==> config.mk <==
export PLATFORM = sky130hd
export DESIGN_NAME = nec_core_evt_ctrl
export DESIGN_NICKNAME = d
export VERILOG_FILES = /design/src/rtl/nec_pkg.sv /design/src/rtl/nec_lowest_bit.sv /design/src/rtl/nec_arbiter.sv /design/src/rtl/nec_bus_port.sv /design/src/rtl/nec_core_evt_ctrl.sv
export SDC_FILE = /design/constraint.sdc
export NUM_CORES = 1
export LEC_CHECK = 0
export BUFFER_PORTS_ARGS = -buffer_cell sky130_fd_sc_hd__buf_2
export CAP_MARGIN = 10
export CORE_MARGIN = 2
export CORE_UTILIZATION = 51
export DETAILED_ROUTE_END_ITERATION = 6
export MAX_ROUTING_LAYER = met4
export PLACE_DENSITY = 0.83
export SLEW_MARGIN = 20
export SYNTH_ARGS = -nofsm -noshare
export SYNTH_HDL_FRONTEND = slang
export SYNTH_SLANG_ARGS = --single-unit
export TNS_END_PERCENT = 20
==> constraint.sdc <==
create_clock -name clk -period 1.9 [get_ports clk]
set_input_delay 0.095 -clock clk [delete_from_list [all_inputs] [get_ports clk]]
set_output_delay 0.095 -clock clk [all_outputs]
set_load 0.05 [all_outputs]
==> src/rtl/nec_pkg.sv <==
package nec_pkg;
  localparam int unsigned NEC_ADDR_W = 2;

  typedef enum logic [NEC_ADDR_W-1:0] {
    SEL_LATCH = 2'd0,
    SEL_MASK  = 2'd1,
    SEL_PEND  = 2'd2,
    SEL_STAT  = 2'd3
  } nec_sel_e;
endpackage

==> src/rtl/nec_lowest_bit.sv <==
// Finds the lowest-numbered set bit of a vector.
module nec_lowest_bit #(
  parameter int W = 16,
  localparam int IW = (W > 1) ? $clog2(W) : 1
) (
  input  logic [W-1:0]  vec,
  output logic          found,
  output logic [IW-1:0] idx
);
  always_comb begin
    found = 1'b0;
    idx   = '0;
    for (int i = W - 1; i >= 0; i--) begin
      if (vec[i]) begin
        found = 1'b1;
        idx   = IW'(i);
      end
    end
  end
endmodule

==> src/rtl/nec_arbiter.sv <==
// Chooses the level to offer and isolates the innermost pending level.
module nec_arbiter #(
  parameter int LEVELS     = 16,
  parameter int GATED_FROM = 7,
  localparam int IW = (LEVELS > 1) ? $clog2(LEVELS) : 1
) (
  input  logic [LEVELS-1:0] latch_q,
  input  logic [LEVELS-1:0] mask_q,
  input  logic [LEVELS-1:0] pend_q,
  input  logic              gie_q,
  output logic              offer_valid,
  output logic [IW-1:0]     offer_idx,
  output logic [LEVELS-1:0] pend_low_oh
);
  logic [LEVELS-1:0] allow;
  logic [LEVELS-1:0] below_pend;
  logic [LEVELS-1:0] eligible;

  for (genvar g = 0; g < LEVELS; g++) begin : g_allow
    if (g < GATED_FROM) begin : g_fixed
      assign allow[g] = 1'b1;
    end else begin : g_gated
      assign allow[g] = gie_q;
    end
  end

  // Lowest pending bit as a one-hot; minus one yields every level above it
  // in priority (all ones when nothing is pending).
  assign pend_low_oh = pend_q & (~pend_q + LEVELS'(1));
  assign below_pend  = pend_low_oh - LEVELS'(1);
  assign eligible    = latch_q & mask_q & allow & below_pend;

  nec_lowest_bit #(.W(LEVELS)) pick_i (
    .vec   (eligible),
    .found (offer_valid),
    .idx   (offer_idx)
  );
endmodule

==> src/rtl/nec_bus_port.sv <==
// Privilege-qualified register port with registered read data.
module nec_bus_port
  import nec_pkg::*;
#(
  parameter int LEVELS = 16
) (
  input  logic                  clk,
  input  logic                  rst,
  input  logic                  priv,
  input  logic                  reg_wr,
  input  logic                  reg_rd,
  input  logic [NEC_ADDR_W-1:0] reg_addr,
  input  logic [LEVELS-1:0]     latch_q,
  input  logic [LEVELS-1:0]     mask_q,
  input  logic [LEVELS-1:0]     pend_q,
  input  logic                  gie_q,
  output logic                  wr_latch,
  output logic                  wr_mask,
  output logic [LEVELS-1:0]     reg_rdata
);
  nec_sel_e          sel;
  logic [LEVELS-1:0] rd_mux;

  assign sel      = nec_sel_e'(reg_addr);
  assign wr_latch = reg_wr && priv && (sel == SEL_LATCH);
  assign wr_mask  = reg_wr && priv && (sel == SEL_MASK);

  always_comb begin
    unique case (sel)
      SEL_LATCH: rd_mux = latch_q;
      SEL_MASK:  rd_mux = mask_q;
      SEL_PEND:  rd_mux = pend_q;
      default:   rd_mux = {{(LEVELS-1){1'b0}}, gie_q};
    endcase
  end

  always_ff @(posedge clk) begin
    if (rst) begin
      reg_rdata <= '0;
    end else if (reg_rd) begin
      reg_rdata <= priv ? rd_mux : '0;
    end
  end
endmodule

==> src/rtl/nec_core_evt_ctrl.sv <==
module nec_core_evt_ctrl
  import nec_pkg::*;
#(
  parameter int LEVELS     = 16,
  parameter int GATED_FROM = 7,
  localparam int IDX_W = (LEVELS > 1) ? $clog2(LEVELS) : 1
) (
  input  logic                  clk,
  input  logic                  rst,
  input  logic [LEVELS-1:0]     evt_req,
  input  logic                  svc_accept,
  input  logic                  ret_pulse,
  input  logic                  gie_set,
  input  logic                  gie_clr,
  input  logic                  priv,
  input  logic                  reg_wr,
  input  logic                  reg_rd,
  input  logic [NEC_ADDR_W-1:0] reg_addr,
  input  logic [LEVELS-1:0]     reg_wdata,
  output logic [LEVELS-1:0]     reg_rdata,
  output logic                  svc_valid,
  output logic [IDX_W-1:0]      svc_level,
  output logic                  gie
);
  logic [LEVELS-1:0] latch_q, mask_q, pend_q;
  logic              gie_q;
  logic              offer_valid;
  logic [IDX_W-1:0]  offer_idx;
  logic [LEVELS-1:0] pend_low_oh;
  logic              wr_latch, wr_mask;
  logic              acc_fire;
  logic [LEVELS-1:0] acc_oh, ret_oh, latch_wr_val, latch_d, pend_d;

  nec_arbiter #(.LEVELS(LEVELS), .GATED_FROM(GATED_FROM)) arb_i (
    .latch_q     (latch_q),
    .mask_q      (mask_q),
    .pend_q      (pend_q),
    .gie_q       (gie_q),
    .offer_valid (offer_valid),
    .offer_idx   (offer_idx),
    .pend_low_oh (pend_low_oh)
  );

  nec_bus_port #(.LEVELS(LEVELS)) bus_i (
    .clk       (clk),
    .rst       (rst),
    .priv      (priv),
    .reg_wr    (reg_wr),
    .reg_rd    (reg_rd),
    .reg_addr  (reg_addr),
    .latch_q   (latch_q),
    .mask_q    (mask_q),
    .pend_q    (pend_q),
    .gie_q     (gie_q),
    .wr_latch  (wr_latch),
    .wr_mask   (wr_mask),
    .reg_rdata (reg_rdata)
  );

  assign acc_fire = offer_valid && svc_accept;
  assign acc_oh   = acc_fire  ? (LEVELS'(1) << offer_idx) : '0;
  assign ret_oh   = ret_pulse ? pend_low_oh : '0;

  // Software may only touch latch bits whose mask bit is clear.
  assign latch_wr_val = wr_latch ? ((latch_q & mask_q) | (reg_wdata & ~mask_q)) : latch_q;
  assign latch_d      = (latch_wr_val & ~acc_oh) | evt_req;
  // The accepted level always lies above the innermost pending one, so the
  // return and the acceptance never meet on the same bit.
  assign pend_d       = (pend_q & ~ret_oh) | acc_oh;

  always_ff @(posedge clk) begin
    if (rst) begin
      latch_q <= '0;
      mask_q  <= '0;
      pend_q  <= '0;
      gie_q   <= 1'b0;
    end else begin
      latch_q <= latch_d;
      pend_q  <= pend_d;
      if (wr_mask) mask_q <= reg_wdata;
      if (gie_clr)      gie_q <= 1'b0;
      else if (gie_set) gie_q <= 1'b1;
    end
  end

  assign svc_valid = offer_valid;
  assign svc_level = offer_idx;
  assign gie       = gie_q;
endmodule

==> impl_metrics.json, run 1 <==
{
  "hpwlAfterDp_um": 8563,
  "floorplan.die.height_um": 88.35,
  "viasPerCell": 6.730,
  "fmaxAchievable_mhz": 409.7,
  "clock-root-buffer": "sky130_fd_sc_hd__clkbuf_8",
  "synthTopCellsByArea": "sky130_fd_sc_hd__dfxtp_1 36%, sky130_fd_sc_hd__nor2_1 7.3%, sky130_fd_sc_hd__nand2_1 6.7%",
  "syn_area_per_cell_um2": 7.992,
  "start_util_pct": 53.11,
  "total_leakage_power_nw": 2.338,
  "yosysWarningCount": 0,
  "via_count_of_the_first_global_routing_pass": 4354,
  "tightest_slew_ns": 1.112,
  "die_area_mm2": 0.007806,
  "floorplan.io_pins": 65,
  "timing.slew.headroom_pct": 25.69,
  "finish.instance_area_mm2": 0.005490,
  "synth_enable_flop_cells": 0,
  "finalHoldViolCount": 2,
  "grt_max_degree": 57,
  "die_w_um": 88.35,
  "final_critical_path_setup_slack_ns": -0.5409,
  "grt_antenna_before_repair": 0,
  "antenna_violating_nets_post_route": 0,
  "detailroute.via_count": 4758,
  "synth_flop_cell": "sky130_fd_sc_hd__dfxtp_1",
  "combinationalPowerShare_pct": 16.3,
  "floorplan.rows": 30,
  "cap_viol_max_count": 0,
  "avgRoutedWirePerCell_um": 23.17,
  "synth.yosys.seq_area_share_pct": 35.86,
  "clock_latency_ns": 0.37,
  "crit-reg2reg-capture": "pend_q[15]$_SDFF_PP0_",
  "cts.htree.levels": 3,
  "timing.rr.start": "pend_q[1]$_SDFF_PP0_",
  "grt_setup_unrepaired": "yes",
  "seq_power_share_pct": 41.8,
  "grt_overflow": 0,
  "path_max_fanout": 3,
  "outcome": "finished with violations",
  "timing.critical_path.from_type": "register",
  "final.period_utilization_pct": 128.5,
  "critical_path_arrival_ns": 2.35,
  "gp_congestion": 0.9681,
  "nNetsFinal": 649,
  "antenna-diode-count": 0,
  "power.share.clock_pct": 42.0,
  "postSynth.asyncResetShare_pct": 0,
  "vdd.ir_drop.worst_v": 0.0004925,
  "total_nets_after_synthesis": 497,
  "switching_share_pct": 27.84,
  "routed_wl_um": 16380,
  "yosysTopAreaCellShare_pct": 35.86,
  "detail_route.drc_violations": 45,
  "synthesis.instances": 454,
  "minimum_setup_slack_among_reg_to_reg_paths_ns": -0.54,
  "fin_tns_setup_ns": -15.04,
  "final_util_pct": 80.37,
  "post-synth-top-area-cell": "sky130_fd_sc_hd__dfxtp_1",
  "yosysMostFrequentCell": "sky130_fd_sc_hd__nor2_1",
  "detailed_place.area_mm2": 0.004504,
  "critPathLaunch": "pend_q[5]$_SDFF_PP0_",
  "fin_crit_ns": 2.441,
  "area.growth.synth_to_final_pct": 51.31,
  "fin_worst_skew_ns": 0.01304,
  "setup-violations-final": 37,
  "tritoncts.num_buffers": 9,
  "grt_usage_pct": 37.58,
  "finalMaxSlewViolations": 0,
  "path_clk_slew_ns": 0.08,
  "p_switching_uw": 960.0,
  "clockBufferDepth": 2,
  "filler_cell_count": 416,
  "power.density_cell_area_mw_per_mm2": 628.0,
  "cts_sinks": 65,
  "synth.cells.most_frequent": "71 x sky130_fd_sc_hd__nor2_1, 65 x sky130_fd_sc_hd__dfxtp_1, 65 x sky130_fd_sc_hd__nand2_1",
  "worst-r2r-cell-count": 10,
  "place_worst_setup_slack_ns": -0.3465,
  "violations": "design-rule violations, negative hold slack, negative setup slack",
  "io_buffers": 64,
  "first_pass_iters": 7,
  "wire_length_of_the_first_global_routing_pass_um": 21530,
  "hold_wc_path_type": "primary input to register",
  "final_layout_size_suffix_gt1_share_pct": 40.92,
  "internal-power_mw": 2.488,
  "timing.setup.critical_path_class": "register to output pin",
  "cp_data_required_time_ns": 1.80,
  "finalHoldWorstSlack_ns": -0.007501,
  "number_of_synthesized_register_bits": 65,
  "netlist_area_mm2": 0.003628,
  "drt_iter0_markers": 896,
  "netlist-cell-type-count": 65,
  "critical_path.endpoint": "svc_level[1]",
  "timing.critical_path.to_type": "output pin",
  "tritoncts_clock_tree": "yes",
  "placeable_core_region_mm2": 0.006832
}
[critical path, stage by stage (launching register included)]
cell and delay (ns):
sky130_fd_sc_hd__dfxtp_4 0.37, sky130_fd_sc_hd__buf_6 0.12, sky130_fd_sc_hd__nor3b_4 0.26, sky130_fd_sc_hd__nand4_1 0.24, sky130_fd_sc_hd__buf_4 0.23, sky130_fd_sc_hd__o32ai_4 0.27
sky130_fd_sc_hd__o311ai_4 0.20, sky130_fd_sc_hd__inv_2 0.12, sky130_fd_sc_hd__buf_8 0.15
[through the flow]
stage | std cells | power [mW]
2_1_floorplan | 454 | 1.704
3_3_place_gp | 658 | 1.872
3_5_place_dp | 658 | 1.887
4_1_cts | 706 | 3.326
5_1_grt | 707 | 3.496
6_report | 707 | 3.448
[layout make-up]
class	count	area [um2]	area share, %
Clock buffer	12	166.4	3.031
Clock inverter	4	72.57	1.322
Inverter	5	21.27	0.3874
Multi-Input combinational cell	359	2541	46.29
Sequential cell	65	1328	24.18
Tap cell	96	120.1	2.188
Timing Repair Buffer	166	1241	22.61
[kinds of logic after synthesis]
| family | share of synthesized area [%] |
|---|---|
| buffers and inverters | 4.413 |
| AND/OR/NAND/NOR | 27.10 |
| flip-flops | 35.86 |
| AO/OA/AOI/OAI | 23.03 |
| multiplexers | 9.586 |
[placed cells by master, fill, tap and decap left out, types with 12 or more instances in the layout]
cell                            count
sky130_fd_sc_hd__o21ai_0           23
sky130_fd_sc_hd__buf_6             12
sky130_fd_sc_hd__a21oi_1           38
sky130_fd_sc_hd__nor2b_1           18
sky130_fd_sc_hd__buf_4             74
sky130_fd_sc_hd__mux2_2            12
sky130_fd_sc_hd__dfxtp_1           56
sky130_fd_sc_hd__mux2i_1           19
sky130_fd_sc_hd__buf_2             59
sky130_fd_sc_hd__nand2_1           64
sky130_fd_sc_hd__nor2_1            67
sky130_fd_sc_hd__dlygate4sd3_1     15
[routing by layer]
metal / vias to the layer above / track usage (%) / routed length (um)
met5: - / - / 0
met4: 0 / 19.42 / 1275
met3: 158 / 8.489 / 2154
met2: 496 / 59.19 / 7179
met1: 2154 / 45.00 / 5769
li1: 1950 / - / -
[flip-flops by register name, summed over array words and instances (netlist names)]
register and flops:
bus_i.reg_rdata 16, pend_q 16, latch_q 16, gie 1
mask_q 16
[power groups by stage]
stage                     Clock [mW]  Sequential (mW)  Combinational, mW
after floorplan                    0             1.47              0.229
after global placement             0             1.47              0.407
after detailed placement           0             1.47              0.419
after CTS                       1.40             1.43              0.494
after global routing            1.47             1.44              0.583
final                           1.45             1.44              0.560
[how the worst min path moves through the flow]
stage,startpoint,endpoint,depth (start not counted)
final,reg_wdata[8],mask_q[8]$_SDFFE_PP0P_,3
after global routing,reg_wdata[8],mask_q[8]$_SDFFE_PP0P_,3
after CTS,reg_wdata[0],mask_q[0]$_SDFFE_PP0P_,3
after detailed placement,gie_clr,gie$_SDFFE_PP0P_,2
after global placement,gie_clr,gie$_SDFFE_PP0P_,2
after floorplan,gie_clr,gie$_SDFFE_PP0P_,1
[repair_timing]
| action | in CTS | in global routing |
|---|---|---|
| endpoints found under the setup margin | 37 | 37 |
| setup buffers | 17 | 2 |
| hold buffers | 15 | 0 |
| hold endpoints to repair | 15 | 0 |
| pin swaps | 18 | 19 |
| resized for setup | 62 | 34 |
(Power assumes the default switching activity.)
==> inputs of run 2 (changes only) <==
Settings changed: PLACE_DENSITY 0.83 to 0.82, SLEW_MARGIN 20 to unset, SYNTH_HIERARCHICAL set to 1.
==> impl_metrics.json, run 2 <==
{
  "power.share.clock_pct": 39.4,
  "nNetsFinal": 621,
  "timing.slew.headroom_pct": 59.10,
  "fin_crit_ns": 2.966,
  "power.density_cell_area_mw_per_mm2": 589.8,
  "viasPerCell": 6.180,
  "die_w_um": 88.92,
  "tritoncts_clock_tree": "yes",
  "vdd.ir_drop.worst_v": 0.0003319,
  "place.detailed.instances": 642,
  "yosysTopAreaCellShare_pct": 35.39,
  "mostFrequentLayoutCells": "96 x sky130_fd_sc_hd__buf_4, 59 x sky130_fd_sc_hd__buf_2, 55 x sky130_fd_sc_hd__dfxtp_1",
  "tightest_slew_ns": 0.6115,
  "final.period_utilization_pct": 156.1,
  "grt_antenna_before_repair": 0,
  "final_util_pct": 78.71,
  "hold_wc_path_type": "primary input to register",
  "power.total_mw": 3.189,
  "finish.instance_area_mm2": 0.005406,
  "timing.hold.worst.start": "evt_req[10]",
  "tritoncts.num_buffers": 9,
  "io_buffers": 64,
  "total_leakage_power_nw": 2.444,
  "layout_commonest_cell": "sky130_fd_sc_hd__buf_4",
  "crit_path_cell_trace": "nor4_4 > buf_6 > nand4_4 > nor4_4 > nor2_2 > and3_4 > nor3b_4 > nand4b_1 > buf_4 > o31ai_1 > a21oi_1",
  "cts_sinks": 65,
  "outcome": "finished with violations",
  "netlist-cell-type-count": 55,
  "number_of_synthesized_register_bits": 65,
  "routed_wl_um": 13720,
  "yosysMostFrequentCell": "sky130_fd_sc_hd__dfxtp_1",
  "clock-root-buffer": "sky130_fd_sc_hd__clkbuf_8",
  "clock_latency_ns": 0.36,
  "drt_iter0_markers": 532,
  "final_critical_path_setup_slack_ns": -1.066,
  "clockBufferDepth": 2,
  "cts.htree.levels": 3,
  "cp_data_required_time_ns": 2.13,
  "timing.critical_path.to_type": "register",
  "hpwlAfterDp_um": 8607,
  "synth.yosys.seq_area_share_pct": 35.39,
  "cp_slowest_cell": "sky130_fd_sc_hd__nor4_4",
  "timing.critical_path.from_type": "register",
  "detailed_place.area_mm2": 0.004800,
  "synthesis.instances": 410,
  "antenna_violating_nets_post_route": 0,
  "critPathMaxStageDelay_ns": 0.39,
  "timing.setup.critical_path_class": "register to register",
  "critical_path_arrival_ns": 3.20,
  "seq_power_share_pct": 44.7,
  "via_count_of_the_first_global_routing_pass": 4118,
  "place_worst_setup_slack_ns": -0.8732,
  "fin_worst_skew_ns": 0.009797,
  "path_max_fanout": 6,
  "antenna-diode-count": 0,
  "floorplan.io_pins": 65,
  "avgRoutedWirePerCell_um": 20.21,
  "synth_flop_cell": "sky130_fd_sc_hd__dfxtp_1",
  "gp_congestion": 0.9830,
  "p_switching_uw": 884.6,
  "die_area_mm2": 0.007906,
  "floorplan.die.height_um": 88.92,
  "floorplan.rows": 30,
  "setup-violations-final": 37,
  "combinationalPowerShare_pct": 16.0,
  "finalHoldViolCount": 0,
  "area.growth.synth_to_final_pct": 47.02,
  "finalHoldWorstSlack_ns": 0.003877,
  "detail_route.drc_violations": 0,
  "total_nets_after_synthesis": 453,
  "fmaxAchievable_mhz": 337.2,
  "critPathLaunch": "pend_q[1]$_SDFF_PP0_",
  "syn_area_per_cell_um2": 8.969,
  "synthTopCellsByArea": "sky130_fd_sc_hd__dfxtp_1 35%, sky130_fd_sc_hd__mux2i_1 13%, sky130_fd_sc_hd__nor2_1 5.7%",
  "grt_setup_unrepaired": "yes",
  "grt_usage_pct": 36.08,
  "post-synth-top-area-cell": "sky130_fd_sc_hd__dfxtp_1",
  "wire_length_of_the_first_global_routing_pass_um": 20680,
  "grt_max_degree": 27,
  "internal-power_mw": 2.304,
  "placeable_core_region_mm2": 0.006869,
  "netlist_area_mm2": 0.003677,
  "path_clk_slew_ns": 0.08,
  "instances_no_fill": 679,
  "start_util_pct": 53.53,
  "detailroute.via_count": 4196,
  "switching_share_pct": 27.74,
  "critPathMostFrequentCell": "sky130_fd_sc_hd__nor4_4",
  "synth.cells.most_frequent": "65 x sky130_fd_sc_hd__dfxtp_1, 56 x sky130_fd_sc_hd__nor2_1, 47 x sky130_fd_sc_hd__mux2i_1",
  "timing.rr.start": "pend_q[1]$_SDFF_PP0_",
  "postSynth.asyncResetShare_pct": 0,
  "synth_enable_flop_cells": 0,
  "final_layout_size_suffix_gt1_share_pct": 45.80,
  "violations": "negative setup slack",
  "grt_overflow": 0,
  "finalMaxSlewViolations": 0,
  "fin_tns_setup_ns": -31.85,
  "first_pass_iters": 6,
  "cap_viol_max_count": 0,
  "yosysWarningCount": 6
}
run 2: area by class of cell:
cell class	instances	area (um2)
inverters	21	78.83
flip-flops and latches	65	1324
fillers	404	1463
well taps	96	120.1
multi-input cells	305	2436
repair buffers	176	1244
clock inverters	5	51.30
clock buffers	11	152.6
run 2: power groups by stage:
| stage | logic [mW] | clock network [mW] | registers (mW) |
|---|---|---|---|
| floorplan | 0.236 | 0 | 1.47 |
| global placement | 0.418 | 0 | 1.45 |
| detailed placement | 0.431 | 0 | 1.45 |
| CTS | 0.477 | 1.24 | 1.42 |
| global route | 0.538 | 1.31 | 1.43 |
| finish | 0.509 | 1.25 | 1.42 |
run 2: worst paths after layout:
path                                     end  slack, ns  cells past startpoint
min                   latch_q[10]$_SDFF_PP0_      0.004                      3
max                   latch_q[11]$_SDFF_PP0_      -1.07                     11
max reg2reg           latch_q[11]$_SDFF_PP0_      -1.07                     11
min reg2reg  bus_i/reg_rdata[0]$_SDFFE_PP0P_       0.46                      2
run 2: cells by family (layout without fill, tap and decap cells):
group                  count (synthesis)  count (layout)  share of synthesized area, %
flip-flops                            65              65                         35.39
AO/OA/AOI/OAI                         85              85                         19.33
buffers and inverters                 40             213                         5.920
multiplexers                          48              48                         13.41
AND/OR/NAND/NOR                      172             172                         25.96
run 2: timing repair:
item | 4_1_cts | 5_1_grt
hold buffers | 10 | 0
setup buffers | 7 | 4
hold endpoints to repair | 10 | 0
resized for setup | 36 | 19
endpoints found under the setup margin | 37 | 37
pin swaps | 15 | 11
run 2: layer usage:
layer / vias up / track usage [%] / wire length [um]
met5: - / - / 0
met4: 0 / 18.87 / 775
met3: 94 / 7.110 / 1306
met2: 314 / 57.53 / 6330
met1: 1944 / 43.09 / 5310
li1: 1844 / - / -
run 2: worst max-delay path: cells and delay by family, from the launching register on:
kind,cells,cell delay [ns]
AND/OR/NAND/NOR,7,1.73
buffers and inverters,2,0.39
AO/OA/AOI/OAI,2,0.36
flip-flops,1,0.37
